### src/rtl/pktdma_regs_pkg.sv
// Shared constants for the packet-DMA channel register block: the address
// layout and the bit positions that the engine and the software both rely on.
package pktdma_regs_pkg;
    localparam int unsigned CH_BASE   = 'h80;
    localparam int unsigned CH_STRIDE = 'h20;
    localparam int unsigned OFS_CTRL  = 'h00;
    localparam int unsigned OFS_STAT  = 'h02;
    localparam int unsigned OFS_CNT   = 'h04;
    localparam int unsigned OFS_NEXT  = 'h0C;
    localparam int unsigned OFS_FIN   = 'h14;
    localparam int unsigned OFS_FOUT  = 'h16;
    localparam int unsigned LOCK_ADDR = 'hC7;
    localparam int unsigned LOCK_KEY  = 7;
    localparam int unsigned CTL_MASK  = 8;
    localparam int unsigned CTL_GO    = 7;
    localparam int unsigned CTL_RST   = 5;
    localparam int unsigned ST_DONE   = 6;
    localparam int unsigned ST_UIRQ   = 4;
    localparam int unsigned ST_PERR   = 0;
    localparam int unsigned PTR_ALIGN = 3;
endpackage

### src/rtl/pktdma_mode_lock.sv
// Global mode-lock byte. It keeps the last written byte until that byte
// equals the key; from then on it is frozen. It assumes the caller has
// already decoded the address into wr_en.
module pktdma_mode_lock
    import pktdma_regs_pkg::*;
(
    input  logic       clk,
    input  logic       rst_n,
    input  logic       wr_en,
    input  logic [7:0] wdata,
    output logic [7:0] lock_val,
    output logic       lock_open
);
    logic [7:0] lock_q;

    // Holds the lock byte; sticky once the key is reached.
    always_ff @(posedge clk) begin
        if (!rst_n)
            lock_q <= '0;
        else if (wr_en && (lock_q != 8'(LOCK_KEY)))
            lock_q <= wdata;
    end

    assign lock_val  = lock_q;
    assign lock_open = (lock_q == 8'(LOCK_KEY));

    assert_key_sticky_R4: assert property (@(posedge clk) disable iff (!rst_n)
        ($past(lock_q) == 8'(LOCK_KEY)) |-> (lock_q == 8'(LOCK_KEY)));
endmodule

### src/rtl/pktdma_chan_regs.sv
// One channel's register set: control, latched status, descriptor count,
// next pointer and FIFO thresholds, plus the start-pulse and busy logic.
// It assumes wr_en/rd_en are already qualified with this channel's address
// window and that ofs is the byte offset inside the window.
module pktdma_chan_regs
    import pktdma_regs_pkg::*;
#(
    parameter int DW    = 32,
    parameter int CNT_W = 16,
    parameter int THR_W = 16,
    parameter int OFS_W = 5
) (
    input  logic             clk,
    input  logic             rst_n,
    input  logic             wr_en,
    input  logic             rd_en,
    input  logic [OFS_W-1:0] ofs,
    input  logic [DW-1:0]    wdata,
    input  logic             lock_open,
    input  logic             evt_done,
    input  logic             evt_uirq,
    input  logic             evt_perr,
    output logic [DW-1:0]    rdata,
    output logic             eng_reset,
    output logic             eng_go,
    output logic             eng_busy,
    output logic             irq,
    output logic [1:0]       pio_mode,
    output logic [CNT_W-1:0] cpb_count,
    output logic [DW-1:0]    cpb_next,
    output logic [THR_W-1:0] fifo_in_thr,
    output logic [THR_W-1:0] fifo_out_thr
);
    logic wr_ctrl, wr_cnt, wr_next, wr_fin, wr_fout, rd_stat;
    logic mask_q, rst_q, rst_d, go_q, go_d, busy_q, busy_d;
    logic [1:0]       pio_q;
    logic [7:0]       stat_q, stat_d, ev;
    logic [CNT_W-1:0] cnt_q;
    logic [DW-1:0]    next_q;
    logic [THR_W-1:0] fin_q, fout_q;

    // Offset decode of the qualified strobes.
    always_comb begin
        wr_ctrl = wr_en && (ofs == OFS_W'(OFS_CTRL));
        wr_cnt  = wr_en && (ofs == OFS_W'(OFS_CNT));
        wr_next = wr_en && (ofs == OFS_W'(OFS_NEXT));
        wr_fin  = wr_en && (ofs == OFS_W'(OFS_FIN));
        wr_fout = wr_en && (ofs == OFS_W'(OFS_FOUT));
        rd_stat = rd_en && (ofs == OFS_W'(OFS_STAT));
    end

    // Next-state of reset, start, status and busy.
    always_comb begin
        ev = '0;
        ev[ST_DONE] = evt_done;
        ev[ST_UIRQ] = evt_uirq;
        ev[ST_PERR] = evt_perr;
        rst_d  = wr_ctrl ? wdata[CTL_RST] : rst_q;
        go_d   = wr_ctrl && wdata[CTL_GO] && !wdata[CTL_RST] && !rst_q && lock_open;
        stat_d = rst_d ? '0 : ((rd_stat ? 8'h00 : stat_q) | ev);
        if (rst_d)         busy_d = 1'b0;
        else if (go_d)     busy_d = 1'b1;
        else if (evt_done) busy_d = 1'b0;
        else               busy_d = busy_q;
    end

    // Control fields and engine state registers.
    always_ff @(posedge clk) begin
        if (!rst_n) begin
            mask_q <= 1'b1;
            rst_q  <= 1'b0;
            pio_q  <= '0;
            go_q   <= 1'b0;
            busy_q <= 1'b0;
            stat_q <= '0;
        end else begin
            if (wr_ctrl) begin
                mask_q <= wdata[CTL_MASK];
                pio_q  <= wdata[1:0];
            end
            rst_q  <= rst_d;
            go_q   <= go_d;
            busy_q <= busy_d;
            stat_q <= stat_d;
        end
    end

    // Plain data registers for the engine.
    always_ff @(posedge clk) begin
        if (!rst_n) begin
            cnt_q  <= '0;
            next_q <= '0;
            fin_q  <= '0;
            fout_q <= '0;
        end else begin
            if (wr_cnt)  cnt_q  <= wdata[CNT_W-1:0];
            if (wr_next) next_q <= {wdata[DW-1:PTR_ALIGN], {PTR_ALIGN{1'b0}}};
            if (wr_fin)  fin_q  <= wdata[THR_W-1:0];
            if (wr_fout) fout_q <= wdata[THR_W-1:0];
        end
    end

    // Read-back value selected by offset; the start bit is never returned.
    always_comb begin
        rdata = '0;
        case (ofs)
            OFS_W'(OFS_CTRL): begin
                rdata[CTL_MASK] = mask_q;
                rdata[CTL_RST]  = rst_q;
                rdata[1:0]      = pio_q;
            end
            OFS_W'(OFS_STAT): rdata = DW'(stat_q);
            OFS_W'(OFS_CNT):  rdata = DW'(cnt_q);
            OFS_W'(OFS_NEXT): rdata = next_q;
            OFS_W'(OFS_FIN):  rdata = DW'(fin_q);
            OFS_W'(OFS_FOUT): rdata = DW'(fout_q);
            default:          rdata = '0;
        endcase
    end

    assign eng_reset    = rst_q;
    assign eng_go       = go_q;
    assign eng_busy     = busy_q;
    assign irq          = (stat_q != '0) && !mask_q;
    assign pio_mode     = pio_q;
    assign cpb_count    = cnt_q;
    assign cpb_next     = next_q;
    assign fifo_in_thr  = fin_q;
    assign fifo_out_thr = fout_q;

    assert_go_needs_key_R3: assert property (@(posedge clk) disable iff (!rst_n)
        eng_go |-> $past(wr_ctrl && wdata[CTL_GO] && lock_open));
    assert_go_not_in_reset_R3: assert property (@(posedge clk) disable iff (!rst_n)
        eng_go |-> !eng_reset);
    assert_busy_low_in_reset_R5: assert property (@(posedge clk) disable iff (!rst_n)
        eng_reset |-> !eng_busy);
    assert_read_clears_R7: assert property (@(posedge clk) disable iff (!rst_n)
        $past(rd_stat && (ev == 8'h00)) |-> (stat_q == 8'h00));
endmodule

### src/rtl/pktdma_chan_ctrl.sv
// Top of the register block: decodes the host byte address into the global
// lock byte and each channel window, and registers read data for one cycle.
// It assumes single-cycle strobes and exact byte addresses for each register.
module pktdma_chan_ctrl
    import pktdma_regs_pkg::*;
#(
    parameter int NCH   = 2,
    parameter int AW    = 8,
    parameter int DW    = 32,
    parameter int CNT_W = 16,
    parameter int THR_W = 16
) (
    input  logic               clk,
    input  logic               rst_n,
    input  logic               bus_wr,
    input  logic               bus_rd,
    input  logic [AW-1:0]      bus_addr,
    input  logic [DW-1:0]      bus_wdata,
    output logic [DW-1:0]      bus_rdata,
    input  logic [NCH-1:0]     evt_done,
    input  logic [NCH-1:0]     evt_uirq,
    input  logic [NCH-1:0]     evt_perr,
    output logic [NCH-1:0]     eng_reset,
    output logic [NCH-1:0]     eng_go,
    output logic [NCH-1:0]     eng_busy,
    output logic [NCH-1:0]     irq,
    output logic [2*NCH-1:0]   pio_mode,
    output logic [CNT_W*NCH-1:0] cpb_count,
    output logic [DW*NCH-1:0]  cpb_next,
    output logic [THR_W*NCH-1:0] fifo_in_thr,
    output logic [THR_W*NCH-1:0] fifo_out_thr
);
    localparam int OFS_W = $clog2(CH_STRIDE);

    logic          lock_hit, lock_open;
    logic [7:0]    lock_val;
    logic [NCH-1:0] ch_hit;
    logic [DW-1:0] chan_rd [NCH];
    logic [DW-1:0] rdata_d;

    assign lock_hit = (bus_addr == AW'(LOCK_ADDR));

    pktdma_mode_lock i_lock (
        .clk       (clk),
        .rst_n     (rst_n),
        .wr_en     (bus_wr && lock_hit),
        .wdata     (bus_wdata[7:0]),
        .lock_val  (lock_val),
        .lock_open (lock_open)
    );

    for (genvar g = 0; g < NCH; g++) begin : g_ch
        localparam logic [AW-1:0] BASE = AW'(CH_BASE + g * CH_STRIDE);
        assign ch_hit[g] = (bus_addr[AW-1:OFS_W] == BASE[AW-1:OFS_W]);

        pktdma_chan_regs #(.DW(DW), .CNT_W(CNT_W), .THR_W(THR_W), .OFS_W(OFS_W)) i_chan (
            .clk          (clk),
            .rst_n        (rst_n),
            .wr_en        (bus_wr && ch_hit[g]),
            .rd_en        (bus_rd && ch_hit[g]),
            .ofs          (bus_addr[OFS_W-1:0]),
            .wdata        (bus_wdata),
            .lock_open    (lock_open),
            .evt_done     (evt_done[g]),
            .evt_uirq     (evt_uirq[g]),
            .evt_perr     (evt_perr[g]),
            .rdata        (chan_rd[g]),
            .eng_reset    (eng_reset[g]),
            .eng_go       (eng_go[g]),
            .eng_busy     (eng_busy[g]),
            .irq          (irq[g]),
            .pio_mode     (pio_mode[2*g +: 2]),
            .cpb_count    (cpb_count[CNT_W*g +: CNT_W]),
            .cpb_next     (cpb_next[DW*g +: DW]),
            .fifo_in_thr  (fifo_in_thr[THR_W*g +: THR_W]),
            .fifo_out_thr (fifo_out_thr[THR_W*g +: THR_W])
        );
    end

    // Read-data mux over the lock byte and the hit channel window.
    always_comb begin
        rdata_d = lock_hit ? DW'(lock_val) : '0;
        for (int i = 0; i < NCH; i++)
            if (ch_hit[i]) rdata_d = rdata_d | chan_rd[i];
    end

    // Read data register: one cycle after the strobe, zero otherwise.
    always_ff @(posedge clk) begin
        if (!rst_n)      bus_rdata <= '0;
        else if (bus_rd) bus_rdata <= rdata_d;
        else             bus_rdata <= '0;
    end

    assert_onechannel_R12: assert property (@(posedge clk) disable iff (!rst_n)
        $onehot0(eng_go & ~$past(ch_hit & {NCH{bus_wr}})) |-> (eng_go == (eng_go & $past(ch_hit))));
endmodule

### config.mk
export PLATFORM = sky130hd
export DESIGN_NAME = pktdma_chan_ctrl
export DESIGN_NICKNAME = d
export VERILOG_FILES = /design/src/rtl/pktdma_regs_pkg.sv /design/src/rtl/pktdma_mode_lock.sv /design/src/rtl/pktdma_chan_regs.sv /design/src/rtl/pktdma_chan_ctrl.sv
export SDC_FILE = /design/constraint.sdc
export NUM_CORES = 1
export LEC_CHECK = 0
export CAP_MARGIN = 10
export CORE_UTILIZATION = 55
export DETAILED_ROUTE_END_ITERATION = 12
export DONT_BUFFER_PORTS = 1
export HOLD_SLACK_MARGIN = 0.15
export PLACE_DENSITY = 0.7
export SKIP_CTS_REPAIR_TIMING = 1
export SYNTH_ARGS = -nofsm -noshare
export SYNTH_HDL_FRONTEND = slang
export SYNTH_SLANG_ARGS = --single-unit
### constraint.sdc
create_clock -name clk -period 2.4 [get_ports clk]
set_input_delay 0.24 -clock clk [delete_from_list [all_inputs] [get_ports clk]]
set_output_delay 0.24 -clock clk [all_outputs]
set_load 0.02 [all_outputs]
==> metrics.md, run 1 <==
| Metric | Value |
|---|---|
| Largest net degree at the start of global routing | 176 |
| Clock power frac | 0.484 |
| Sw power | 1610 µW |
| Crit-path max FO | 24 |
| Crit Path Category | primary input to flip-flop |
| Internal power | 5900 µW |
| CORE AREA | 16000 µm² |
| GRT Overall Usage | 0.325 |
| Vias per inst | 6.02 |
| Gpl congestion | 0.921 |
| Synth Register Bits | 212 |
| Initial DRC Count | 825 |
| Worst-Margin Slew | 0.739 ns |
| Worst hold path endpoint | g_ch[1].i_chan.fifo_in_thr[13] |
| Most common cell in the synthesized netlist | nand2_1 |
| Largest cells by area after synthesis | dfxtp_1 47%, nand2_1 12%, a21boi_0 11% |
| Global route total overflow | 0 |
| Io pins | 254 |
| Comb pwr share | 0.045 |
| WP data arrival | 2.58 ns |
| Die width | 131 µm |
| Maximum vdd ir drop | 0.000623 V |
| R2R Setup Slk | 0.45 ns |
| Initial antenna violation count | 2 |
| Fin crit share | 0.910 |
| Die height | 131 µm |
| RSZ-0062 raised after global routing | false |
| Top post-synthesis cells by count | 302 x nand2_1, 212 x dfxtp_1, 136 x a21boi_0 |
| Area fraction of the dominant cell type after synthesis | 0.467 |
| Register area share after synthesis | 0.467 |
| Vias in the first global route | 6797 |
| Hold slack | 0.140 ns |
| DR pass1 iterations | 5 |
| Required time worst endpoint | 2.80 ns |
| Startpoint types | primary input |
| Pins over their slew limit | 0 |
| Wire per inst | 22.8 µm |
| ANT nets after route | 0 |
| Max cap viols | 0 |
| Clk_lat worst skew | 0.51 ns |
| Sw Share | 0.214 |
| Final setup viols | 0 |
| Reg power frac | 0.472 |
| Yosys cell types | 57 |
| Total CTS buffers | 22 |
| Clk pin slew, worst setup/hold paths | 0.07 ns |
| Crit path from | bus_addr[6] |
| IO buf count | 0 |
| Outcome | completed |
| Yosys warnings | 0 |
| Layout cells sized above 1 | 0.0840 |
| First-pass GRT wire length | 41600 µm |
| Relative max-transition margin | 0.506 |
| Finished Cell Area | 10600 µm² |
| FP Rows | 46 |
| Post-synth top area cell | dfxtp_1 |
| Clock skew | 0.0200 ns |
| Drt total wl | 30200 µm |
| CTS tree | yes |
| DP HPWL | 19800 µm |
| Cell Pwr Density | 711 nW/µm² |
| Root Driver | clkbuf_16 |
| FMAX | 458 MHz |
| Period minus WS final | 2.18 ns |
| Hold path depth | 4 |
| Setup TNS | 0 ns |
| Mean Syn Cell Area | 8.52 µm² |
| Post-Syn Area | 9090 µm² |
| Primary FF master, synth | dfxtp_1 |
| Fin. Hold Viols | 0 |
| Placed cell area | 9170 µm² |
| Worst-case reg-to-reg path depth | 5 |
| Static leakage | 0.00359 µW |
| Total Nets Final | 1141 |
| HP Class | primary input to flip-flop |
| Worst Setup End Kind | flip-flop |
| Die ar. | 17000 µm² |
| Min-delay src | bus_wr |
| DRC viols | 0 |
| Post-synth EDFFs | 0 |
| Area Growth Syn to Fin | 16.2% |
| Async SR Flop Fraction | 0 |
| RR Startpoint | i_lock.lock_val[5] |
| H-tree depth | 1 |
| Initial Util | 0.568 |
| Clock buffer depth | 3 |
| Clk sinks | 212 |
| Syn Inst Count | 1067 |
| Vias | 7971 |
| RR Endpoint | g_ch[0].i_chan.eng_go |
==> worst max-delay path by stage <==
| stage | end | depth (start not counted) | slack [ns] |
|---|---|---|---|
| finish | g_ch[0].i_chan.mask_q | 7 | 0.22 |
| global route | g_ch[0].i_chan.mask_q | 7 | 0.06 |
| CTS | g_ch[0].i_chan.eng_go | 5 | 0.45 |
| detailed placement | bus_rdata[27] | 5 | 0.36 |
| global placement | g_ch[0].i_chan.fifo_out_thr[5] | 7 | 0.43 |
| floorplan | g_ch[0].i_chan.cpb_count[10] | 7 | 0.51 |
==> state kept, by name, summed over array words and instances (netlist names) <==
signal / flops
bus_rdata: 32
g_ch.i_chan.cpb_next: 58
g_ch.i_chan.eng_reset: 2
g_ch.i_chan.fifo_out_thr: 32
g_ch.i_chan.cpb_count: 32
g_ch.i_chan.stat_q: 6
g_ch.i_chan.pio_mode: 4
i_lock.lock_val: 8
g_ch.i_chan.eng_go: 2
g_ch.i_chan.fifo_in_thr: 32
g_ch.i_chan.eng_busy: 2
g_ch.i_chan.mask_q: 2
==> per-stage QoR <==
step / setup slack [ns] / power (µW) / std cells / utilization
2_1_floorplan: 0.514 / 3830 / 1072 / -
3_3_place_gp: 0.428 / 3770 / 1224 / 0.573
3_5_place_dp: 0.359 / 3770 / 1224 / 0.573
4_1_cts: 0.449 / 7330 / 1264 / 0.622
5_1_grt: 0.0638 / 7690 / 1325 / 0.660
6_report: 0.217 / 7510 / 1325 / 0.660
==> worst max-delay path, cell delays in order <==
cell	delay (ns)
dlygate4sd3_1	0.59
nor3b_2	0.20
buf_4	0.34
nand4_1	0.34
mux2i_1	0.24
nand2_1	0.06
dlygate4sd3_1	0.57
==> layout by cell type, fill, tap and decap left out, types with 3 or more instances in the layout <==
| cell type | netlist | routed |
|---|---|---|
| mux2i_1 | 44 | 44 |
| conb_1 | 1 | 6 |
| a21boi_0 | 136 | 136 |
| clkbuf_1 | 53 | 3 |
| a21boi_1 | 7 | 7 |
| a221oi_1 | 9 | 9 |
| nand4_1 | 4 | 4 |
| a22oi_1 | 24 | 24 |
| dfxtp_1 | 212 | 212 |
| a211o_1 | 5 | 5 |
| mux2_2 | 7 | 7 |
| dlygate4sd3_1 | 0 | 58 |
| a21oi_1 | 20 | 20 |
| o21ai_0 | 18 | 18 |
| bufinv_16 | 0 | 3 |
| clkbuf_8 | 0 | 5 |
| nor3_1 | 9 | 8 |
| clkinv_2 | 0 | 5 |
| and3_1 | 3 | 3 |
| clkbuf_16 | 0 | 23 |
| a22o_1 | 18 | 18 |
| and3b_1 | 3 | 3 |
| nand2b_1 | 5 | 5 |
| nor2b_1 | 24 | 24 |
| nor4_1 | 7 | 7 |
| nand2_1 | 302 | 302 |
| buf_4 | 18 | 39 |
| nor2_1 | 46 | 46 |
| nand3_1 | 18 | 18 |
| o221a_2 | 3 | 3 |
| and2_1 | 3 | 3 |
==> layer usage <==
metal	wire, µm	up-vias	track usage
li1	-	3681	-
met1	12400	3789	0.442
met2	13500	448	0.500
met3	3630	53	0.108
met4	616	0	0.0696
met5	0	-	0
==> power groups by stage <==
| stage | sequential, µW | clock [µW] | combinational (µW) |
|---|---|---|---|
| floorplan | 3620 | 0 | 208 |
| global placement | 3620 | 0 | 146 |
| detailed placement | 3620 | 0 | 147 |
| CTS | 3540 | 3640 | 147 |
| global route | 3540 | 3800 | 348 |
| finish | 3540 | 3630 | 335 |
==> cell type report <==
type,instances,area (µm²)
Tap cell,216,270
Multi-Input combinational cell,756,4360
Clock buffer,31,656
Fill cell,1343,5440
Clock inverter,9,123
Inverter,1,3.75
Antenna cell,2,5.00
Timing Repair Buffer,98,901
Sequential cell,212,4240
==> kinds of logic after synthesis <==
family	after synthesis	share of synthesized area
AND/OR/NAND/NOR	443	0.211
AO/OA/AOI/OAI	256	0.208
flip-flops	212	0.467
buffers and inverters	104	0.0566
multiplexers	51	0.0571
other	1	0.000412
No activity file was read; power rests on OpenSTA's default activity.
==> run 2: changes to the inputs <==
--- a/config.mk
+++ b/config.mk
@@ -9,2 +9,3 @@
 export CORE_UTILIZATION = 55
+export CTS_BUF_LIST = sky130_fd_sc_hd__clkbuf_4 sky130_fd_sc_hd__clkbuf_8
 export DETAILED_ROUTE_END_ITERATION = 12
@@ -17 +18,2 @@
 export SYNTH_SLANG_ARGS = --single-unit
+export TNS_END_PERCENT = 10
--- a/constraint.sdc
+++ b/constraint.sdc
@@ -3,2 +3,2 @@
 set_output_delay 0.24 -clock clk [all_outputs]
-set_load 0.02 [all_outputs]
+set_load 0.01 [all_outputs]
==> run 2 against run 1 <==
Net effect: first-iteration DRC count is 15% lower; wire length is 0.78% lower; register-to-register slack worse by 0.04 ns.
==> metrics.md, run 2 (synthesis results as in run 1) <==
| Metric | Value |
|---|---|
| Outcome | completed |
| DP HPWL | 19600 µm (-0.99%) |
| DR pass1 iterations | 5 (unchanged) |
| Gpl congestion | 0.906 (-1.6%) |
| Relative max-transition margin | 0.522 (+0.0165) |
| DRC viols | 0 (unchanged) |
| First-pass GRT wire length | 42000 µm (+1.0%) |
| Die ar. | 17000 µm² (unchanged) |
| Clock skew | 0.0300 ns (+0.0100 ns) |
| HP Class | primary input to flip-flop |
| Most Crowded Layer GR | met2 |
| Total power | 7190 µW (-4.3%) |
| CORE AREA | 16000 µm² (unchanged) |
| Sw Share | 0.227 (+0.0133) |
| Clock buffer depth | 3 (unchanged) |
| Die width | 131 µm (unchanged) |
| IO buf count | 0 (unchanged) |
| Most frequent cells in the layout | 302 x nand2_1, 212 x dfxtp_1, 136 x a21boi_0 |
| Hold path depth | 4 (unchanged) |
| Clk pin slew, worst setup/hold paths | 0.06 ns (about the same) |
| Worst-case reg-to-reg path depth | 5 (unchanged) |
| Worst Setup End Kind | flip-flop |
| Largest register FFs | 58 (unchanged) |
| Io pins | 254 (unchanged) |
| Period minus WS final | 2.26 ns (+0.0760 ns) |
| Comb pwr share | 0.046 (about the same) |
| Root Driver | clkbuf_8 |
| Vias | 7978 (+0.088%) |
| Required time worst endpoint | 2.88 ns (+0.08 ns) |
| GR Util met3 | 0.131 (+0.0224) |
| Setup TNS | 0 ns (unchanged) |
| Clk_lat worst skew | 0.54 ns (+0.03 ns) |
| Startpoint types | primary input |
| Drt total wl | 30000 µm (-0.78%) |
| Sw power | 1630 µW (+1.7%) |
| RSZ-0062 raised after global routing | false |
| GR Util met1 | 0.438 (-0.00314) |
| Commonest non-fill, non-tap cell in the layout | nand2_1 |
| Max cap viols | 0 (unchanged) |
| Global route total overflow | 0 (unchanged) |
| GRT Overall Usage | 0.330 (+0.00512) |
| Total CTS buffers | 36 (+64%) |
| Worst-Margin Slew | 0.707 ns (-0.0322 ns) |
| Total Nets Final | 1154 (+1.1%) |
| Area Growth Syn to Fin | 15.5% |
| Crit-path max FO | 36 (+50%) |
| Die height | 131 µm (unchanged) |
| Crit Path Category | primary input to flip-flop |
| Vias in the first global route | 6989 (+2.8%) |
| FMAX | 443 MHz (-3.4%) |
| Met2 GRT Util | 0.495 (-0.00405) |
| ANT nets after route | 0 (unchanged) |
| Pre-CTS setup slack | 0.281 ns (-0.0773 ns) |
| Initial antenna violation count | 2 (unchanged) |
| Largest net degree at the start of global routing | 176 (unchanged) |
| Static leakage | 0.00358 µW (-0.26%) |
| Non-Filler Instances | 1343 (+1.4%) |
| CTS tree | yes |
| Initial DRC Count | 698 (-15%) |
| Maximum vdd ir drop | 0.000479 V (-23%) |
| Reg power frac | 0.493 (+0.021) |
| Clock power frac | 0.462 (-0.022) |
| Layout cells sized above 1 | 0.100 (+0.0164) |
| Pins over their slew limit | 0 (unchanged) |
| Final Worst Setup Slack | 0.141 ns (-0.0760 ns) |
| Wire per inst | 22.3 µm (-2.1%) |
| Internal power | 5560 µW (-5.9%) |
| Final setup viols | 0 (unchanged) |
| Fin. Hold Viols | 0 (unchanged) |
| WP data arrival | 2.74 ns (+0.16 ns) |
| Clk sinks | 212 (unchanged) |
| FP Rows | 46 (unchanged) |
| Vias per inst | 5.94 (-1.3%) |
| Fin crit share | 0.941 (+0.0317) |
| Initial Util | 0.568 (unchanged) |
| Cell Pwr Density | 684 nW/µm² (-3.7%) |
| Cell Count Post-Placement | 1222 (-0.16%) |
| H-tree depth | 2 (+1) |
==> run 2: cell types whose count changed in the layout (fill, tap and decap cells not counted) <==
cell / before / now
clkbuf_4: 0 / 10
clkbuf_16: 23 / 0
dlygate4sd3_1: 58 / 59
clkbuf_1: 3 / 0
bufinv_16: 3 / 1
buf_4: 39 / 37
clkinv_2: 5 / 4
clkbuf_8: 5 / 43
==> run 2: stage by stage <==
step | hold WS, ns | util | cell area, µm²
6_report | 0.115 | 0.657 | 10500
5_1_grt | 0.161 | 0.657 | 10500
4_1_cts | -0.219 | 0.618 | 9880
3_5_place_dp | 0.324 | 0.572 | 9160
3_3_place_gp | 0.322 | 0.572 | 9160
2_1_floorplan | 0.317 | - | 9110
==> run 2: final cells by class <==
cell class,count,area (µm²)
clock buffers,53,667
fillers,1414,5490
multi-input cells,756,4360
clock inverters,6,57.6
well taps,216,270
flip-flops and latches,212,4240
repair buffers,97,896
diodes,2,5.00
inverters,1,3.75
==> run 2: routing by layer <==
metal | wire length (µm) | part of all wire | vias to the layer above
met5 | 0 | 0 | -
met4 | 655 | 0.022 | 0
met3 | 3730 | 0.12 | 49
met2 | 13300 | 0.44 | 422
met1 | 12300 | 0.41 | 3806
li1 | - | - | 3701
==> run 2: worst paths after layout <==
| path | slack, ns | to | startpoint |
|---|---|---|---|
| setup / recovery | 0.14 | g_ch[1].i_chan.stat_q[6] | bus_addr[4] |
| hold reg to reg | 0.49 | i_lock.lock_val[6] | i_lock.lock_val[6] |
| hold / removal | 0.11 | bus_rdata[15] | bus_addr[4] |
| setup reg to reg | 0.41 | g_ch[0].i_chan.eng_go | i_lock.lock_val[5] |
==> run 2: power by group through the flow <==
stage,registers [µW],logic [µW],clock network [µW]
2_1_floorplan,3620,203,0
3_3_place_gp,3620,141,0
3_5_place_dp,3620,142,0
4_1_cts,3540,142,3340
5_1_grt,3540,343,3500
6_report,3540,330,3320
==> run 2: critical path, cell delays in order <==
cell	delay, ns
dlygate4sd3_1	0.69
nor2_1	0.25
nand4_1	0.33
mux2i_1	0.31
nand2_1	0.17
nor2_1	0.18
dlygate4sd3_1	0.56
==> run 3: changes to the inputs <==
Settings changed: ABC_AREA set to 1.
==> run 3 against run 2 <==
Net effect: design area decreased by 4.1%; maximum frequency increased by 3.1%; utilization decreased by 0.13 points; non-clock buffer count decreased by 25; critical path depth unchanged; largest cell class is now flip-flops and latches; via count increased by 4.6%; cell count increased by 9.8%; flip-flop and latch count unchanged; highest routed layer unchanged; critical path type is now flip-flop to flip-flop; sequential share of layout area increased by 1.7 points.
==> metrics.md, run 3 <==
| Metric | Value |
|---|---|
| ANT nets after route | 0 (unchanged) |
| Pins over their slew limit | 0 (unchanged) |
| Vias | 8346 (+4.6%) |
| Cell Pwr Density | 726 nW/µm² (+6.0%) |
| Required time worst endpoint | 2.86 ns (-0.02 ns) |
| Global route total overflow | 0 (unchanged) |
| FMAX | 456 MHz (+3.1%) |
| Async SR Flop Fraction | 0 (unchanged) |
| Worst setup path endpoint | i_lock.lock_val[2] |
| Period minus WS final | 2.19 ns (-0.0682 ns) |
| DR pass1 iterations | 8 (+3) |
| Post-synth EDFFs | 0 (unchanged) |
| N_diodes | 0 (-2) |
| Internal power | 5630 µW (+1.3%) |
| Post-Syn Area | 8790 µm² (-3.4%) |
| R2R Setup Slk | 0.21 ns (-0.20 ns) |
| DRC viols | 0 (unchanged) |
| Clk_lat worst skew | 0.52 ns (-0.02 ns) |
| Initial Util | 0.572 (+0.00332) |
| Worst-case reg-to-reg path depth | 7 (+2) |
| Synth Register Bits | 212 (unchanged) |
| Crit-path max FO | 11 (-69%) |
| Initial antenna violation count | 0 (-2) |
| Syn Inst Count | 1207 (+13%) |
| Static leakage | 0.00416 µW (+16%) |
| Die width | 128 µm (-1.7%) |
| Placed cell area | 8690 µm² (-5.1%) |
| Yosys warnings | 0 (unchanged) |
| Vias per inst | 5.66 (-4.7%) |
| RR Startpoint | i_lock.lock_val[2] |
| Die height | 128 µm (-1.7%) |
| Clock buffer depth | 3 (unchanged) |
| FP Rows | 45 (-2.2%) |
| Area Growth Syn to Fin | 14.7% |
| Most common cell in the synthesized netlist | nor2_1 |
| Crit Path Category | flip-flop to flip-flop |
| Top post-synthesis cells by count | 240 x nor2_1, 222 x nand2_1, 212 x dfxtp_1 |
| Initial DRC Count | 853 (+22%) |
| RR Endpoint | i_lock.lock_val[2] |
| Largest cells by area after synthesis | dfxtp_1 48%, nor2_1 10%, o21ai_0 9.6% |
| Fin crit share | 0.913 (-0.0284) |
| Worst-Margin Slew | 0.698 ns (-0.00844 ns) |
| Vias in the first global route | 7285 (+4.2%) |
| Total CTS buffers | 36 (unchanged) |
| Startpoint types | flip-flop |
| Setup TNS | 0 ns (unchanged) |
| Drt total wl | 29000 µm (-3.3%) |
| CTS tree | yes |
| Total Nets Final | 1289 (+12%) |
| Sw power | 1680 µW (+3.0%) |
| IO buf count | 0 (unchanged) |
| Largest net degree at the start of global routing | 166 (-5.7%) |
| Maximum vdd ir drop | 0.000556 V (+16%) |
| Mean Syn Cell Area | 7.28 µm² (-15%) |
| Outcome | completed |
| Clk pin slew, worst setup/hold paths | 0.06 ns (about the same) |
| Layout cells sized above 1 | 0.0862 (-0.0142) |
| Reg power frac | 0.485 (-0.008) |
| HP Class | primary input to flip-flop |
| Clk sinks | 212 (unchanged) |
| Sw Share | 0.230 (+0.00293) |
| Comb pwr share | 0.046 (about the same) |
| Register area share after synthesis | 0.483 (+0.0163) |
| Clock power frac | 0.469 (+0.007) |
| GRT Overall Usage | 0.333 (+0.00303) |
| Post-synth top area cell | dfxtp_1 |
| Fin. Hold Viols | 0 (unchanged) |
| H-tree depth | 2 (unchanged) |
| Die ar. | 16500 µm² (-3.3%) |
| Worst Setup End Kind | flip-flop |
| Hold path depth | 5 (+1) |
| Yosys cell types | 29 (-49%) |
| Max cap viols | 0 (unchanged) |
| Gpl congestion | 0.988 (+9.1%) |
| Io pins | 254 (unchanged) |
| Commonest non-fill, non-tap cell in the layout | nor2_1 |
| RSZ-0062 raised after global routing | false |
| Most frequent cells in the layout | 240 x nor2_1, 222 x nand2_1, 212 x dfxtp_1 |
| Crit path from | i_lock.lock_val[2] |
| Wire per inst | 19.7 µm (-12%) |
| Finished Cell Area | 10100 µm² (-4.1%) |
| Area fraction of the dominant cell type after synthesis | 0.483 (+0.0163) |
| Largest register FFs | 58 (unchanged) |
| First-pass GRT wire length | 41700 µm (-0.80%) |
| WP data arrival | 2.65 ns (-0.09 ns) |
| Clock skew | 0.0180 ns (-0.0120 ns) |
| Post-layout util | 0.655 (-0.00128) |
| Relative max-transition margin | 0.533 (+0.0112) |
| Primary FF master, synth | dfxtp_1 |
| Final setup viols | 0 (unchanged) |
| Root Driver | clkbuf_8 |
| CORE AREA | 15400 µm² (-3.9%) |
| DP HPWL | 19300 µm (-1.6%) |
-- run 3: power groups by stage --
stage               Combinational [µW]  Clock (µW)  Sequential, µW
floorplan                          177           0            3620
global route                       358        3620            3550
global placement                   169           0            3630
CTS                                171        3450            3550
finish                             335        3430            3550
detailed placement                 171           0            3630
-- run 3: worst min path at each step --
stage	from	slack, ns	to
after global placement	rst_n	0.35	g_ch[1].i_chan.mask_q
final	bus_addr[5]	0.10	i_lock.lock_val[6]
after global routing	bus_addr[5]	0.16	i_lock.lock_val[6]
after detailed placement	rst_n	0.35	g_ch[1].i_chan.mask_q
after CTS	rst_n	-0.19	g_ch[1].i_chan.mask_q
after floorplan	evt_perr[0]	0.37	g_ch[0].i_chan.stat_q[0]
-- run 3: worst max-delay path: stages (launching register included) --
cell and delay, ns:
dfxtp_1 0.33, inv_1 0.06, nor3_1 0.17, nand3_1 0.42, nand2_1 0.42, nor2_1 0.07, nor2_1 0.10, dlygate4sd3_1 0.55
-- run 3: cells by family (layout without fill, tap and decap cells) --
| kind of cell | count (synthesis) | after routing | share of synthesized area |
|---|---|---|---|
| DFF | 212 | 212 | 0.483 |
| other | 1 | 6 | 0.000427 |
| buffers and inverters | 157 | 209 | 0.0854 |
| AOI/OAI and AO/OA | 288 | 288 | 0.165 |
| and+or+nand+nor | 549 | 549 | 0.266 |
-- run 3: stage by stage --
| step | total power (µW) | setup slack [ns] | instances | hold slack [ns] |
|---|---|---|---|---|
| after floorplan | 3800 | 1.04 | 1212 | 0.372 |
| after global placement | 3790 | 0.564 | 1353 | 0.351 |
| after detailed placement | 3800 | 0.558 | 1353 | 0.348 |
| after CTS | 7170 | 0.784 | 1416 | -0.191 |
| after global routing | 7520 | 0.105 | 1475 | 0.161 |
| final | 7310 | 0.209 | 1475 | 0.100 |
-- run 3: final cells by class --
cell class | count | area, µm²
multi-input combinational | 843 | 3810
clock inverter | 3 | 15.0
clock buffer | 60 | 757
fill | 1354 | 5300
timing repair buffer | 72 | 706
sequential | 212 | 4240
inverter | 74 | 278
tap | 211 | 264
-- run 3: metal layers --
metal	up-vias	wire length, µm	global-route usage
met3	75	4080	0.133
met5	-	0	0
li1	3965	-	-
met1	3792	11500	0.432
met2	514	12600	0.497
met4	0	832	0.125
